## config.mk

```make
export PLATFORM = sky130hd
export DESIGN_NAME = lane_serial_tx
export DESIGN_NICKNAME = d
export VERILOG_FILES = /design/src/rtl/lane_serial_tx_pkg.sv /design/src/rtl/lane_tx_holdreg.sv /design/src/rtl/lane_tx_shifter.sv /design/src/rtl/lane_serial_tx.sv
export SDC_FILE = /design/constraint.sdc
export NUM_CORES = 1
export LEC_CHECK = 0
export ABC_CLOCK_PERIOD_IN_PS = 5320
export BUFFER_PORTS_ARGS = -buffer_cell sky130_fd_sc_hd__buf_2
export CAP_MARGIN = 20
export CORE_ASPECT_RATIO = 0.75
export CORE_MARGIN = 2
export CORE_UTILIZATION = 35
export DETAILED_ROUTE_END_ITERATION = 8
export HOLD_SLACK_MARGIN = 0.08
export PLACE_DENSITY = 0.68
export SLEW_MARGIN = 20
export SYNTH_ARGS = -nofsm -noshare
export SYNTH_HDL_FRONTEND = slang
export SYNTH_HIERARCHICAL = 1
export SYNTH_SLANG_ARGS = --single-unit
```

## constraint.sdc

```tcl
create_clock -name clk -period 5.32 [get_ports clk]
set_clock_uncertainty 0.1 [all_clocks]
set_input_delay 1.064 -clock clk [delete_from_list [all_inputs] [get_ports clk]]
set_output_delay 1.064 -clock clk [all_outputs]
set_load 0.02 [all_outputs]
```

## src/rtl/lane_serial_tx_pkg.sv

```systemverilog
package lane_serial_tx_pkg;
   // Default geometry of the block; modules take them as parameters.
   localparam int unsigned BYTE_W_DEF = 8;
   localparam int unsigned BUS_W_DEF  = 24;

   function automatic int unsigned frame_bits(input int unsigned byte_w, input bit with_ninth);
      return byte_w + (with_ninth ? 3 : 2);
   endfunction
endpackage

```

## src/rtl/lane_tx_holdreg.sv

```systemverilog
module lane_tx_holdreg #(
   parameter int unsigned BYTE_W = 8,
   parameter int unsigned BUS_W  = 24,
   localparam int unsigned LANES = BUS_W / BYTE_W,
   localparam int unsigned SEL_W = $clog2(LANES + 1)
) (
   input  logic              clk,
   input  logic              rst_n,
   input  logic              wr_en,
   input  logic [SEL_W-1:0]  wr_sel,
   input  logic [BUS_W-1:0]  wr_data,
   input  logic              addr_mode,
   input  logic              shifter_idle,
   output logic              load,
   output logic [BYTE_W-1:0] hold_byte,
   output logic              hold_mark,
   output logic              empty
);
   localparam int unsigned SLOTS = 2 ** SEL_W;

   logic [BYTE_W-1:0] slot_byte [SLOTS];
   logic              is_alias;

   // Every select code maps to a lane; codes past the lanes fall back to the low lane.
   for (genvar s = 0; s < SLOTS; s++) begin : g_slot
      if (s < LANES) begin : g_lane
         assign slot_byte[s] = wr_data[s*BYTE_W +: BYTE_W];
      end else begin : g_low
         assign slot_byte[s] = wr_data[BYTE_W-1:0];
      end
   end

   assign is_alias = (wr_sel == SEL_W'(LANES));
   assign load     = shifter_idle && !empty;

   always_ff @(posedge clk or negedge rst_n) begin
      if (!rst_n) begin
         empty     <= 1'b1;
         hold_byte <= '0;
         hold_mark <= 1'b0;
      end else begin
         if (load) begin
            empty <= 1'b1;
         end
         if (wr_en) begin
            hold_byte <= slot_byte[wr_sel];
            hold_mark <= addr_mode && is_alias;
            empty     <= 1'b0;
         end
      end
   end

   // a write always leaves a byte pending
   p_write_fills_r7: assert property (@(posedge clk) disable iff (!rst_n)
      wr_en |=> !empty);
   // a handoff with no write behind it empties the register
   p_load_empties_r7: assert property (@(posedge clk) disable iff (!rst_n)
      (load && !wr_en) |=> empty);
   // only a write changes the pending byte
   p_hold_stable_r8: assert property (@(posedge clk) disable iff (!rst_n)
      !wr_en |=> $stable(hold_byte));
endmodule

```

## src/rtl/lane_tx_shifter.sv

```systemverilog
module lane_tx_shifter #(
   parameter int unsigned BYTE_W     = 8,
   parameter bit          PARITY_ODD = 1'b0,
   localparam int unsigned FRAME_MAX = BYTE_W + 3,
   localparam int unsigned CNT_W     = $clog2(FRAME_MAX + 1)
) (
   input  logic              clk,
   input  logic              rst_n,
   input  logic              load,
   input  logic [BYTE_W-1:0] byte_in,
   input  logic              mark_in,
   input  logic              frame11,
   input  logic              ninth_parity,
   input  logic              msb_first,
   input  logic              baud_tick,
   output logic              txd,
   output logic              idle
);
   logic [BYTE_W-1:0]    reversed;
   logic [BYTE_W-1:0]    ordered;
   logic                 parity_bit;
   logic                 ninth_bit;
   logic [FRAME_MAX-1:0] frame_q;
   logic [CNT_W-1:0]     left_q;

   for (genvar i = 0; i < BYTE_W; i++) begin : g_rev
      assign reversed[i] = byte_in[BYTE_W-1-i];
   end

   if (PARITY_ODD) begin : g_odd
      assign parity_bit = ~^byte_in;
   end else begin : g_even
      assign parity_bit = ^byte_in;
   end

   assign ordered   = msb_first ? reversed : byte_in;
   assign ninth_bit = ninth_parity ? parity_bit : mark_in;
   assign idle      = (left_q == '0);
   assign txd       = idle ? 1'b1 : frame_q[0];

   always_ff @(posedge clk or negedge rst_n) begin
      if (!rst_n) begin
         frame_q <= '1;
         left_q  <= '0;
      end else if (load) begin
         frame_q <= frame11 ? {1'b1, ninth_bit, ordered, 1'b0}
                            : {2'b11, ordered, 1'b0};
         left_q  <= frame11 ? CNT_W'(FRAME_MAX) : CNT_W'(FRAME_MAX - 1);
      end else if (baud_tick && !idle) begin
         frame_q <= {1'b1, frame_q[FRAME_MAX-1:1]};
         left_q  <= left_q - 1'b1;
      end
   end

   // every frame opens with a low start bit
   p_start_bit_r5: assert property (@(posedge clk) disable iff (!rst_n)
      load |=> !txd);
   // the line rests high between frames
   p_idle_high_r9: assert property (@(posedge clk) disable iff (!rst_n)
      idle |-> txd);
   // no tick, no change on the line
   p_tick_paced_r9: assert property (@(posedge clk) disable iff (!rst_n)
      (!baud_tick && !load) |=> $stable(txd));
   // a byte only enters a shifter that has finished
   p_load_when_idle_r7: assert property (@(posedge clk) disable iff (!rst_n)
      load |-> idle);
endmodule

```

## src/rtl/lane_serial_tx.sv

```systemverilog
module lane_serial_tx
   import lane_serial_tx_pkg::*;
#(
   parameter int unsigned BYTE_W     = BYTE_W_DEF,
   parameter int unsigned BUS_W      = BUS_W_DEF,
   parameter bit          PARITY_ODD = 1'b0,
   localparam int unsigned LANES = BUS_W / BYTE_W,
   localparam int unsigned SEL_W = $clog2(LANES + 1)
) (
   input  logic             clk,
   input  logic             rst_n,
   input  logic             wr_en,
   input  logic [SEL_W-1:0] wr_sel,
   input  logic [BUS_W-1:0] wr_data,
   input  logic             frame11,
   input  logic             ninth_parity,
   input  logic             msb_first,
   input  logic             baud_tick,
   output logic             txd,
   output logic             tx_empty
);
   if (BYTE_W < 1) begin : g_bad_byte
      $error("lane_serial_tx: BYTE_W must be at least 1");
   end
   if (BUS_W % BYTE_W != 0) begin : g_bad_bus
      $error("lane_serial_tx: BUS_W must be a multiple of BYTE_W");
   end
   if (frame_bits(BYTE_W, 1'b1) != BYTE_W + 3) begin : g_bad_frame
      $error("lane_serial_tx: frame length mismatch");
   end

   logic              load;
   logic              shifter_idle;
   logic [BYTE_W-1:0] hold_byte;
   logic              hold_mark;
   logic              addr_mode;

   assign addr_mode = frame11 && !ninth_parity;

   lane_tx_holdreg #(.BYTE_W(BYTE_W), .BUS_W(BUS_W)) u_hold (
      .clk          (clk),
      .rst_n        (rst_n),
      .wr_en        (wr_en),
      .wr_sel       (wr_sel),
      .wr_data      (wr_data),
      .addr_mode    (addr_mode),
      .shifter_idle (shifter_idle),
      .load         (load),
      .hold_byte    (hold_byte),
      .hold_mark    (hold_mark),
      .empty        (tx_empty)
   );

   lane_tx_shifter #(.BYTE_W(BYTE_W), .PARITY_ODD(PARITY_ODD)) u_shift (
      .clk          (clk),
      .rst_n        (rst_n),
      .load         (load),
      .byte_in      (hold_byte),
      .mark_in      (hold_mark),
      .frame11      (frame11),
      .ninth_parity (ninth_parity),
      .msb_first    (msb_first),
      .baud_tick    (baud_tick),
      .txd          (txd),
      .idle         (shifter_idle)
   );

   // nothing on the line and nothing pending straight after reset
   p_reset_state_r1: assert property (@(posedge clk)
      $rose(rst_n) |-> (txd && tx_empty));
endmodule

```

==> results.py, run 1 <==
metrics = {
    "run_status": {
        "status": "completed",
    },
    "yosys": {
        "synth_flop_cell": "dfrtp_1",
        "ys_warn_count": 6,
        "yosys.area_share.simple_pct": 10.97,
        "synth.area.mux_share_pct": 25.08,
        "yosysSeqAreaShare_pct": 39.60,
        "synth_top_family_by_area": "multiplexers",
        "synthCells": 141,
        "ys_ff_latch": 24,
        "yosys.area_share.xor_xnor_pct": 6.694,
        "synth_area_per_cell_um2": 11.00,
        "synth_edf_count": 0,
        "synth_nets": 176,
        "synth_most_common_cell": "mux2i_1",
        "yosys.area_share.adder_pct": 1.613,
        "synth_compound_area_share_pct": 7.661,
        "yosysTopAreaCellShare_pct": 20.97,
        "synth_area_leaders": "dfrtp_1 21%, mux2i_1 20%, dfstp_2 19%",
        "synth_area_mm2": 0.001551,
        "synth.top_cells.by_count": "31 x mux2i_1, 13 x dfrtp_1, 12 x inv_1",
        "async_reset_ff_share_pct": 100.0,
        "synth_top_area_cell": "dfrtp_1",
        "synth_cell_type_count": 32,
    },
    "drt": {
        "ant_nets": 0,
        "viasPerCell": 4.621,
        "vias": 1049,
        "drt_wl_total_um": 2649,
        "dr.pass1.iters": 4,
        "drc": 0,
        "dr.first_iter.drc_count": 53,
        "avgRoutedWirePerCell_um": 11.67,
    },
    "global_route": {
        "grt_overflow": 0,
        "first_global_vias": 1059,
        "grt_pass1_wl_um": 4761,
        "grt_use_total_pct": 12.64,
        "antenna_found_initial": 0,
        "grt_max_degree": 25,
    },
    "sta": {
        "fin_setup_tns_ns": 0,
        "period_share_pct": 53.85,
        "drv_slew": 0,
        "whs_ns": 0.3714,
        "max_slew_margin_pct": 65.89,
        "finalCriticalPeriod_ns": 2.865,
        "hold_viol": 0,
        "worst_pin_slew_ns": 0.5117,
        "fmax_mhz": 349.1,
        "rsz0062_at_grt": "no",
        "setup_viol": 0,
    },
    "pwr": {
        "combPwrFrac_pct": 35.9,
        "p_leak_nw": 0.8302,
        "p_seq_share_pct": 45.7,
        "power.internal_uw": 451.2,
        "power.share.switching_pct": 32.50,
        "p_sw_uw": 217.2,
        "peakVddDrop_mv": 0.1623,
        "finalPower_uw": 668.4,
        "clkPwrFrac_pct": 18.4,
        "power.density_mw_per_mm2": 378.1,
    },
    "clock_tree": {
        "clkLatencyLatePin_ns": 0.27,
        "cts_tree": "built",
        "cts_buffer_depth": 2,
        "numClockSinks": 24,
        "cts_made_buffers": 3,
        "cts_resized": 0,
        "postCtsSetupBuffers": 0,
        "htree_levels": 1,
        "ctsHoldBuffers": 0,
        "cts.clk_slew.worst_paths_ns": 0.08,
        "root_buffer": "clkbuf_8",
    },
    "final_layout": {
        "drive_gt1_share_pct": 34.88,
        "area_growth_pct": 13.95,
        "nFillCells": 428,
        "nNetsFinal": 208,
        "diodes": 0,
        "fin_util_pct": 42.56,
    },
    "setup_path": {
        "worstPathCellList": "inv_1, ha_1, or3b_1, nand2b_1, buf_2",
        "crit_arrival_ns": 1.70,
        "path_max_fanout": 6,
        "crit_path_end_kind": "output pin",
        "cpMaxStageDelayCell": "or3b_1",
        "max_stage_delay_ns": 0.50,
        "startpoint_type": "register",
        "path_class": "reg -> out",
        "critPathRequiredTime_ns": 4.16,
    },
    "die": {
        "die_h_um": 61.66,
        "die-area_mm2": 0.004987,
        "die_width_um": 80.88,
        "ios": 35,
        "rows": 20,
        "coreArea_mm2": 0.004154,
        "initial_core_util_pct": 37.35,
    },
    "place": {
        "gp_congestion": 0.7130,
        "io_buffers": 34,
    },
    "job": {
        "max_cap_viol_count": 0,
    },
    "worst_hold_path": {
        "worst_hold_path_type": "reg -> reg",
    },
}
[placed cells by master (no fill, tap or decap), types with 2 or more instances in the layout]
cell type / n
nand2b_1: 3
clkbuf_8: 4
xor2_1: 2
nor2_1: 5
dfstp_2: 11
ha_1: 2
nand2_1: 10
o22ai_1: 2
dfrtp_1: 13
o221ai_1: 7
o21ai_0: 3
inv_1: 12
xnor2_1: 8
mux2i_1: 31
nor3_1: 2
nand3_1: 3
buf_2: 34
mux2_2: 7
[power by group through the flow]
stage / combinational [mW] / sequential [mW] / clock [mW]
2_1_floorplan: 0.200 / 0.301 / 0
3_3_place_gp: 0.239 / 0.307 / 0
3_5_place_dp: 0.240 / 0.310 / 0
4_1_cts: 0.242 / 0.306 / 0.128
5_1_grt: 0.272 / 0.316 / 0.135
6_report: 0.240 / 0.305 / 0.123
[flip-flops by register name, indices dropped and copies added (netlist names)]
register          count
u_shift/frame_q      10
u_hold/hold_byte      8
u_shift/left_q        4
u_hold/empty          1
u_hold/hold_mark      1
[worst paths after layout]
kind / start / slack [ns] / depth (start not counted) / to
min in group asynchronous: rst_n / 0.66 / 1 / u_hold/hold_mark
setup reg to reg: u_shift/left_q[0] / 3.09 / 9 / u_shift/frame_q[9]
hold / removal: u_shift/frame_q[0] / 0.37 / 2 / u_shift/frame_q[0]
setup / recovery: u_shift/left_q[0] / 2.46 / 5 / txd
hold reg to reg: u_shift/frame_q[0] / 0.37 / 2 / u_shift/frame_q[0]
max in group asynchronous: rst_n / 4.10 / 1 / u_shift/frame_q[6]
[through the flow]
step | instances | setup slack [ns] | instance area (um^2)
after floorplan | 141 | 2.905 | 1551
after global placement | 223 | 2.785 | 1713
after global routing | 227 | 2.346 | 1768
after CTS | 227 | 2.447 | 1768
final | 227 | 2.455 | 1768
after detailed placement | 223 | 2.754 | 1713
[cell families after synthesis]
group,after synthesis
buf+inv,20
mux,38
xor+xnor,11
flops,24
fa+ha+maj,2
simple gates,30
compound gates,16
[layout make-up]
cell class	count	area, um^2	area share [%]
Sequential cell	24	614.3	34.75
Clock buffer	4	55.05	3.114
Tap cell	55	68.82	3.892
Multi-Input combinational cell	97	807.0	45.65
Inverter	12	45.04	2.548
Timing Repair Buffer	35	177.7	10.05
[worst max-delay path, delay by kind of cell (launching register included)]
kind                       cells  cell delay [ns]
DFF                            1             0.39
and+or+nand+nor                2             0.62
adders and majority gates      1             0.15
buffers and inverters          2             0.27
[per-layer routing]
| metal | up-vias | global-route usage, % | routed length (um) |
|---|---|---|---|
| li1 | 547 | - | - |
| met1 | 468 | 16.91 | 1423 |
| met2 | 34 | 20.19 | 1057 |
| met3 | 0 | 4.545 | 169 |
| met4 | 0 | 2.179 | 0 |
| met5 | - | 0 | 0 |
(Power assumes the default switching activity.)
==> run 2, diff against run 1 <==
ABC_CLOCK_PERIOD_IN_PS = 2880   (was 5320)
clock period = 2.88 ns   (was 5.32 ns; I/O delays follow)
==> results.py, run 2 (synthesized netlist as in run 1, its figures left out) <==
metrics = {
    "place": {
        "gp_congestion": 0.7076,
        "io_buffers": 34,
        "dp_slack_ns": 0.5270,
        "dp_hpwl_um": 2130,
    },
    "worst_hold_path": {
        "worst_hold_path_type": "in -> async",
    },
    "die": {
        "die_width_um": 80.88,
        "die_h_um": 61.66,
        "ios": 35,
        "initial_core_util_pct": 37.35,
        "coreArea_mm2": 0.004154,
        "die-area_mm2": 0.004987,
        "rows": 20,
    },
    "drt": {
        "drc": 0,
        "avgRoutedWirePerCell_um": 12.15,
        "ant_nets": 0,
        "dr.first_iter.drc_count": 40,
        "vias": 1081,
        "viasPerCell": 4.762,
        "dr.pass1.iters": 4,
        "drt_wl_total_um": 2757,
    },
    "global_route": {
        "grt_overflow": 0,
        "grt_use_total_pct": 12.61,
        "antenna_found_initial": 0,
        "grt_pass1_wl_um": 4878,
        "grt_max_degree": 25,
        "first_global_vias": 1091,
    },
    "clock_tree": {
        "cts_made_buffers": 3,
        "root_buffer": "clkbuf_8",
        "cts_tree": "built",
        "ctsHoldBuffers": 0,
        "clkLatencyLatePin_ns": 0.26,
        "cts.clk_slew.worst_paths_ns": 0.08,
        "cts_buffer_depth": 2,
        "cts_resized": 0,
        "postCtsSetupBuffers": 0,
        "htree_levels": 1,
        "numClockSinks": 24,
    },
    "pwr": {
        "p_leak_nw": 0.8302,
        "power.density_mw_per_mm2": 699.7,
        "finalPower_mw": 1.237,
        "peakVddDrop_mv": 0.2582,
    },
    "setup_path": {
        "path_max_fanout": 6,
        "path_class": "reg -> out",
        "startpoint_type": "register",
        "cpMaxStageDelayCell": "or3b_1",
        "critPathRequiredTime_ns": 2.20,
        "crit_path_end_kind": "output pin",
        "crit_arrival_ns": 1.73,
        "worstPathCellList": "inv_1, ha_1, or3b_1, nand2b_1, buf_2",
        "max_stage_delay_ns": 0.51,
    },
    "sta": {
        "fmax_mhz": 415.2,
        "setup_viol": 0,
        "max_slew_margin_pct": 65.46,
        "drv_slew": 0,
        "finalCriticalPeriod_ns": 2.408,
        "worst_pin_slew_ns": 0.5181,
        "setup_ws_ns": 0.4718,
        "rsz0062_at_grt": "no",
        "period_share_pct": 83.62,
        "fin_setup_tns_ns": 0,
        "hold_viol": 0,
    },
    "final_layout": {
        "diodes": 0,
        "top_regs": "u_shift/frame_q (10), u_hold/hold_byte (8), u_shift/left_q (4)",
        "largest_register_ffs": 10,
        "nNetsFinal": 208,
        "largest_register": "u_shift/frame_q",
        "final_cell_mix": "34 x buf_2, 31 x mux2i_1, 13 x dfrtp_1, 12 x inv_1, 11 x dfstp_2",
        "nFillCells": 418,
        "drive_gt1_share_pct": 34.88,
        "final_common_cell": "buf_2",
        "area_growth_pct": 13.95,
    },
    "job": {
        "max_cap_viol_count": 0,
    },
    "run_status": {
        "status": "completed",
    },
}
[run 2: cell counts in the layout (fill, tap and decap cells not counted)]
Identical to the previous run, type by type.
[run 2: worst paths after layout]
kind                                       end  slack (ns)  depth (start not counted)                from
setup reg to reg            u_shift/frame_q[5]        0.48                          7   u_shift/left_q[0]
setup / recovery                           txd        0.47                          5   u_shift/left_q[0]
max in group asynchronous   u_shift/frame_q[7]        2.14                          1               rst_n
min in group clk            u_shift/frame_q[0]        0.38                          2  u_shift/frame_q[0]
hold reg to reg             u_shift/frame_q[0]        0.38                          2  u_shift/frame_q[0]
hold / removal             u_hold/hold_byte[0]        0.18                          1               rst_n
[run 2: per-stage QoR]
stage	util, %	hold WS (ns)	std cells	instance area [um^2]
CTS	42.56	0.1988	227	1768
global placement	41.23	0.3600	223	1713
detailed placement	41.23	0.3658	223	1713
finish	42.56	0.1807	227	1768
global route	42.56	0.2198	227	1768
floorplan	-	0.1804	141	1551
[run 2: layer usage]
layer,part of all wire (%),wire length (um),vias to the layer above,global-route usage [%]
met3,7.3,201,2,3.812
met4,0.29,8,0,1.453
met2,40,1092,37,19.13
met5,0,0,-,0
met1,53,1454,490,18.38
li1,-,-,552,-
[run 2: area by class of cell]
cell class | instances | area, um^2 | share of cell area (%)
flip-flops and latches | 24 | 614.3 | 34.75
inverters | 12 | 45.04 | 2.548
well taps | 55 | 68.82 | 3.892
clock buffers | 4 | 55.05 | 3.114
multi-input cells | 97 | 807.0 | 45.65
repair buffers | 35 | 177.7 | 10.05
[run 2: worst max-delay path, delay by kind of cell, from the launching register on]
family | cells | cell delay (ns)
simple gates | 2 | 0.64
flops | 1 | 0.38
buf+inv | 2 | 0.28
fa+ha+maj | 1 | 0.16
[run 2: power breakdown]
part	switching (mW)	internal [mW]
sequential	0.0725	0.494
clock	0.102	0.122
combinational	0.229	0.218
total	0.404	0.834
